[config.mk]
export PLATFORM = sky130hd
export DESIGN_NAME = clkout_gen
export DESIGN_NICKNAME = d
export VERILOG_FILES = /design/src/rtl/clkout_pkg.sv /design/src/rtl/clkout_src_sel.sv /design/src/rtl/clkout_prescaler.sv /design/src/rtl/clkout_gen.sv
export SDC_FILE = /design/constraint.sdc
export NUM_CORES = 1
export LEC_CHECK = 0
export ABC_AREA = 1
export BUFFER_PORTS_ARGS = -buffer_cell sky130_fd_sc_hd__buf_2
export CORE_MARGIN = 5
export CORE_UTILIZATION = 50
export CTS_BUF_LIST = sky130_fd_sc_hd__clkbuf_16
export DETAILED_ROUTE_END_ITERATION = 10
export PLACE_DENSITY = 0.82
export SKIP_LAST_GASP = 1
export SLEW_MARGIN = 20
export SYNTH_ARGS = -nofsm -noshare
export SYNTH_HDL_FRONTEND = slang
export SYNTH_SLANG_ARGS = --single-unit
[constraint.sdc]
create_clock -name clk -period 3.4 [get_ports clk]
set_input_delay 0.17 -clock clk [delete_from_list [all_inputs] [get_ports clk]]
set_output_delay 0.17 -clock clk [all_outputs]
set_load 0.005 [all_outputs]
[src/rtl/clkout_pkg.sv]
package clkout_pkg;
  localparam int SEL_W = 3;
  localparam int NSRC  = 6;
  localparam int FIRST_SRC_CODE = 2;

  typedef enum logic [SEL_W-1:0] {
    SRC_OFF  = 3'd0,
    SRC_RSVD = 3'd1,
    SRC_LSI  = 3'd2,
    SRC_LSE  = 3'd3,
    SRC_SYS  = 3'd4,
    SRC_HSI  = 3'd5,
    SRC_HSE  = 3'd6,
    SRC_PLL  = 3'd7
  } src_code_e;

  function automatic logic [SEL_W-1:0] eff_code(input logic [SEL_W-1:0] c);
    return (c == SRC_RSVD) ? SRC_OFF : c;
  endfunction
endpackage

[src/rtl/clkout_src_sel.sv]
module clkout_src_sel
  import clkout_pkg::*;
(
  input  logic             clk,
  input  logic             rst_n,
  input  logic [SEL_W-1:0] sel_cfg,
  input  logic             pll_nodiv,
  input  logic [NSRC-1:0]  src_ticks,
  output logic             tick_out,
  output logic             src_on,
  output logic [SEL_W-1:0] status
);
  localparam int PLL_IDX = NSRC - 1;

  logic [SEL_W-1:0] sel_q;
  logic             half_q;
  logic [NSRC-1:0]  ticks_eff;

  always_ff @(posedge clk or negedge rst_n) begin
    if (!rst_n) begin
      sel_q  <= SRC_OFF;
      half_q <= 1'b0;
    end else begin
      sel_q <= eff_code(sel_cfg);
      if (sel_q != SRC_PLL)
        half_q <= 1'b0;
      else if (src_ticks[PLL_IDX])
        half_q <= ~half_q;
    end
  end

  assign ticks_eff = {src_ticks[PLL_IDX] & (pll_nodiv | half_q),
                      src_ticks[PLL_IDX-1:0]};

  assign src_on = (sel_q >= SEL_W'(FIRST_SRC_CODE));
  assign status = sel_q;

  always_comb begin
    tick_out = 1'b0;
    for (int i = 0; i < NSRC; i++) begin
      if (sel_q == SEL_W'(i + FIRST_SRC_CODE))
        tick_out = ticks_eff[i];
    end
  end


  status_follow_chk: assert property (@(posedge clk) disable iff (!rst_n)
    1'b1 |=> status == eff_code($past(sel_cfg)));


  pll_half_chk: assert property (@(posedge clk) disable iff (!rst_n)
    (sel_q == SRC_PLL && !pll_nodiv && tick_out)
      |=> (sel_q != SRC_PLL || pll_nodiv || !tick_out));


  pll_src_chk: assert property (@(posedge clk) disable iff (!rst_n)
    (sel_q == SRC_PLL && tick_out) |-> src_ticks[PLL_IDX]);
endmodule

[src/rtl/clkout_prescaler.sv]
module clkout_prescaler #(
  parameter int PRE_W = 3
) (
  input  logic             clk,
  input  logic             rst_n,
  input  logic             src_on,
  input  logic             tick,
  input  logic [PRE_W-1:0] pre_sel,
  output logic             pin
);
  localparam int CNT_W = (1 << PRE_W) - 1;

  logic [CNT_W-1:0] cnt_q;
  logic [CNT_W-1:0] cnt_nxt;
  logic [CNT_W:0]   tap_vec;

  assign cnt_nxt = cnt_q + CNT_W'(tick);
  assign tap_vec = {cnt_nxt, tick};

  always_ff @(posedge clk or negedge rst_n) begin
    if (!rst_n) begin
      cnt_q <= '0;
      pin   <= 1'b0;
    end else if (!src_on) begin
      cnt_q <= '0;
      pin   <= 1'b0;
    end else begin
      cnt_q <= cnt_nxt;
      pin   <= tap_vec[pre_sel];
    end
  end


  off_low_chk: assert property (@(posedge clk) disable iff (!rst_n)
    !src_on |=> (!pin && cnt_q == '0));


  pass_through_chk: assert property (@(posedge clk) disable iff (!rst_n)
    (src_on && pre_sel == '0) |=> pin == $past(tick));


  hold_count_chk: assert property (@(posedge clk) disable iff (!rst_n)
    (src_on && !tick) |=> $stable(cnt_q));
endmodule

[src/rtl/clkout_gen.sv]
module clkout_gen
  import clkout_pkg::*;
#(
  parameter int PRE_W = 3
) (
  input  logic             clk,
  input  logic             rst_n,
  input  logic             lsi_tick,
  input  logic             lse_tick,
  input  logic             sys_tick,
  input  logic             hsi_tick,
  input  logic             hse_tick,
  input  logic             pll_tick,
  input  logic [2:0]       src_sel,
  input  logic [PRE_W-1:0] pre_sel,
  input  logic             pll_nodiv,
  output logic             clk_out,
  output logic [2:0]       src_status
);
  logic [NSRC-1:0] ticks;
  logic            sel_tick;
  logic            sel_on;

  assign ticks = {pll_tick, hse_tick, hsi_tick, sys_tick, lse_tick, lsi_tick};

  clkout_src_sel u_sel (
    .clk       (clk),
    .rst_n     (rst_n),
    .sel_cfg   (src_sel),
    .pll_nodiv (pll_nodiv),
    .src_ticks (ticks),
    .tick_out  (sel_tick),
    .src_on    (sel_on),
    .status    (src_status)
  );

  clkout_prescaler #(.PRE_W(PRE_W)) u_pre (
    .clk     (clk),
    .rst_n   (rst_n),
    .src_on  (sel_on),
    .tick    (sel_tick),
    .pre_sel (pre_sel),
    .pin     (clk_out)
  );


  restart_low_chk: assert property (@(posedge clk) disable iff (!rst_n)
    $rose(sel_on) |-> !clk_out);
endmodule

---- Yosys cells after proc, flatten, opt, wreduce, memory -nomap -nowiden ----
Index checks and enable logic that the tools add are counted.
cells by class
  add/subtract/negate cells ............... 1
  $lt $le $gt $ge ......................... 2
  equal/unequal tests ..................... 8
  multiplexer cells ....................... 13
  bitwise gates (word level) .............. 3
  reductions and logical operators ........ 1
operators by type and width
  kind                                                                                 number
  3-bit equality test, second input constant                                           4
  1-bit 2-to-1 mux                                                                     10
  7-bit by 1-bit adder with 7-bit output                                               1
  7-bit 2-to-1 mux                                                                     1
  3-bit by 2-bit equality test with 1-bit output, second input constant                2
  3-bit by 4-bit less-than comparator with 1-bit output, second input constant         1
  1-bit binary-select mux with 3-bit select                                            1
  3-bit by 1-bit equality test with 1-bit output, second input constant                1
  3-bit by 2-bit greater-or-equal comparator with 1-bit output, second input constant  1
  3-bit 2-to-1 mux                                                                     1
  3-bit != test, second input constant                                                 1
  2-bit nonzero test                                                                   1
  1-bit AND                                                                            1
  1-bit inverter                                                                       1
  1-bit bitwise OR                                                                     1
storage, ports and cells
  register bits ........................... 12
  input bits .............................. 15
  output and inout bits ................... 4
  logic and storage cells ................. 32

---- Logic depth before layout (Yosys ltp) ----
  word-level depth ........................ 11
  gate-level depth with buffers ........... 16
  mapped depth without buffers ............ 16

---- By module ----
Synthesis repeated with hierarchy kept, for this count alone.
second synthesis, totals
  cell total of the unflattened synthesis .. 102
  area total of the unflattened synthesis .. 730.7 µm²
by module, submodules not included
  module            times used  cells an instance  area an instance (µm²)  sequential area each (µm²)
  clkout_prescaler  1           72                 506.7                   200.2
  clkout_src_sel    1           30                 224.0                   100.1

---- Least setup slack after synthesis ----
No wires, ideal clock.
  path kind ............................... flip-flop to flip-flop
  start point ............................. reg u_sel.sel_q[0] (netlist: u_sel.status[0])
  end point ............................... reg u_pre.pin
  arrival ................................. 1,803 ps
  required time ........................... 3,280 ps
  slack ................................... 1,477 ps
  cell stages (with the launch flop) ...... 15
  path buffers ............................ 0
  path through ............................ dfrtp_1 -> inv_1 -> a21oi_1 -> nand2_1 -> nand2_1 -> nand2_2 -> ha_1 -> ha_1 -> nand3_2 -> xor2_1 -> inv_1 -> nand2_1 -> nand3_1 -> a21oi_1 -> nor2_2
on the way
  longest elaborated chain between the ends .. 11
ends and longest elaborated chain
  item                                            line                    RTL
  start, declared                                 clkout_src_sel.sv:15    logic [SEL_W-1:0] sel_q;
  start signal, assigned                          clkout_src_sel.sv:24    sel_q <= eff_code(sel_cfg);
  3-bit by 2-bit equality test with 1-bit output  clkout_src_sel.sv:41    if (sel_q == SEL_W'(i + FIRST_SRC_CODE))
  1-bit 2-to-1 mux (6 in a row)                   clkout_src_sel.sv:41
  7-bit by 1-bit adder with 7-bit output          clkout_prescaler.sv:17  assign cnt_nxt = cnt_q + CNT_W'(tick);
  1-bit binary-select mux with 3-bit select       clkout_prescaler.sv:29  pin <= tap_vec[pre_sel];
  1-bit 2-to-1 mux (implied by the code)          clkout_prescaler.sv:29
  1-bit 2-to-1 mux *                              clkout_prescaler.sv:24  end else if (!src_on) begin
  end signal, assigned                            clkout_prescaler.sv:29
  end, declared                                   clkout_prescaler.sv:9   output logic pin
Mark *: on every way between the ends. The rest lies on a longest branch, timed or not. The select of a mux whose other input is x is not followed.
A chain may end at the register's enable or synchronous reset.

---- Final worst setup path ----
Same ends and word-level chain as after synthesis.

==> results.toml <==
[run_status]
outcome = "finished, final reports clean"

[power]
leakagePower_nw = 0.469
power.density_nw_per_um2 = 534
totalPowerFinal_w = 0.000464
max-vdd-ir-drop_mv = 0.401

[clocking]
cts_tree = "yes"
clkSlewWorstSetupHoldPaths_ps = 40
cts_sinks = 12
htreeDepth = 1
cts_buffers = 3
clock_path_buffers = 2
clock_latency_ps = 240
clock-root-buffer = "clkbuf_16"

[routing]
totalWireLength_mm = 1.46
drt-initial-drc-count = 12
drc_errors = 0
via_per_inst = 4.89
route.vias.total = 611
wl_per_cell_um = 11.6
ant_nets = 0
first_pass_iters = 4

[synth]
synth.distinct_cells = 20
yosys_warnings = 0
syn-cell-area_um2 = 679
synth_fp_nets = 106
synth_area_per_cell_um2 = 7.63
synthArstFlopShare_pct = 100
synth_area_leaders = "dfrtp_1, nand2_1, inv_1, nor2_1, nand3_1"
synth_seq_cells = 12
ys.flop_type = "dfrtp_1"
synth_edf_count = 0
syn_inst = 89
yosysTopAreaCell = "dfrtp_1"
synth_top_cell_area_share_pct = 44.2
yosysSeqAreaShare_pct = 44.2

[global_route]
grt_start_max_net_pins = 13
antenna_found_initial = 0
grt_pass1_wl_mm = 2.49
track_usage_pct = 17.2
grt_overflow_total = 0
grt_pass1_vias = 596

[floorplanning]
start_util_pct = 52.2
coreArea_um2 = 1300
die_area_um2 = 2200
dieWidth_um = 46.9
fp.dieH_um = 46.9
ioPinCount = 19
row_count = 13

[setup_path]
path_class = "reg2reg"
reg2regPathDepth = 15
startpoint_type = "flop"
crit_path_end_kind = "flop"
cp.arrival_ps = 2300
crit_fanout = 6
crit_required_ps = 3520

[timing]
final.period_utilization_pct = 64.1
rsz0062_at_grt = "false"
fmax_ghz = 0.459
finalHoldViolCount = 0
worst_pin_slew_ps = 533
slew_viol_final = 0
setup_viol = 0
hold_ws_ps = 52.5
fin_setup_tns_ps = 0
period_needed_ps = 2180
finClkSkew_ps = 0.400
relSlewSlack_pct = 64.3

[finish]
final_cells = 125
final_nets = 128
final_area_um2 = 870
diodes = 0
layout-drive-gt1-share_pct = 28.2
syn2layout_area_growth_pct = 28.0

[placed_design]
dp_cells = 120
dpl_cell_area_um2 = 781
dpl.hpwl_mm = 1.06
place.port_buffers = 18
place_congestion = 0.832

[worst_hold_path]
whs_path_depth = 1
min_path_type = "in2reg"

[flow_run]
drv_cap = 0
[path summary, 6_finish.rpt]
kind / from / end / slack (ps)
worst max-delay path: u_sel.status[0] / u_pre.pin / 1220
worst min-delay path: src_sel[1] / u_sel.status[1] / 50
worst min register to register: u_pre.cnt_q[6] / u_pre.cnt_q[6] / 580
worst max register to register: u_sel.status[0] / u_pre.pin / 1220
min in group asynchronous: rst_n / u_sel.status[1] / 340
max in group asynchronous: rst_n / u_pre.cnt_q[2] / 2850
[synthesized netlist by cell type, types with 2 or more instances]
cell type,instances
nor2_2,4
inv_2,2
xnor2_1,2
a21oi_1,4
xor2_1,2
nor2_1,11
ha_1,2
nand2_1,18
dfrtp_1,12
nand3_2,2
o21ai_1,2
inv_1,14
nand3_1,6
clkbuf_1,2
[through the flow]
stage / setup slack (ps) / util [%]
after floorplan: 1480 / -
after global placement: 1350 / 60.0
after detailed placement: 1320 / 60.0
after CTS: 1250 / 66.8
after global routing: 1070 / 66.8
final: 1220 / 66.8
[registers in the layout, indices dropped and copies added, names as in the netlist]
register	cells
u_pre.pin	1
u_sel.status	3
u_pre.cnt_q	7
u_sel.half_q	1
[worst max-delay path, stage by stage, from the launching register on]
cell and delay (ps):
dfrtp_1 430, nand2_1 100, nand2_1 70, nor2_1 150, nor2_2 50, nand2_1 80, nand2_2 60, ha_1 210
ha_1 220, nand3_2 100, xor2_1 180, inv_1 50, nand2_1 60, nand3_1 60, a21oi_1 190, nor2_2 60
[logic make-up after synthesis]
| kind of cell | count (synthesis) | synth area share (%) |
|---|---|---|
| and+or+nand+nor | 44 | 29.6 |
| AOI/OAI and AO/OA | 8 | 6.81 |
| buffers and inverters | 19 | 10.5 |
| DFF | 12 | 44.2 |
| adders and majority gates | 2 | 3.68 |
| xor gates and xnor gates | 4 | 5.16 |
[power by group]
part           total (W)  internal [W]  switching [W]
Sequential      0.000176      0.000161      0.0000144
Combinational  0.0000780     0.0000347      0.0000433
Clock           0.000211      0.000154      0.0000563
[layout by cell type, fill, tap and decap left out, drive strengths merged]
| cell | count |
|---|---|
| nand2 | 19 |
| buf | 18 |
| inv | 16 |
| nor2 | 15 |
| dfrtp | 12 |
| nand3 | 8 |
| a21oi | 4 |
| clkbuf | 3 |
| o21ai | 3 |
| xor2 | 2 |
| xnor2 | 2 |
| clkinv | 2 |
| ha | 2 |
| o21a | 1 |
| nor3 | 1 |
| nor4 | 1 |
| dlygate4sd3 | 1 |
[layer usage]
metal / GRT usage, % / routed length, µm / vias to the layer above
met2: 30.4 / 767 / 11
met1: 17.3 / 605 / 282
met5: 0 / 0 / -
met3: 6.13 / 52 / 4
li1: - / - / 314
met4: 9.94 / 31 / 0
[final cells by class]
type                            count  area [µm²]
Sequential cell                    12         300
Multi-Input combinational cell     58         308
Inverter                           17        63.8
Clock inverter                      1        3.75
Timing Repair Buffer               19         100
Tap cell                           15        18.8
Clock buffer                        3        75.1
Fill cell                         114         432
[timing repair]
action                    4_1_cts  5_1_grt
hold buffers                    1        0
buffers inserted                0        0
hold endpoints to repair       12        0
resized for setup               0        0
(Power assumes the default switching activity.)
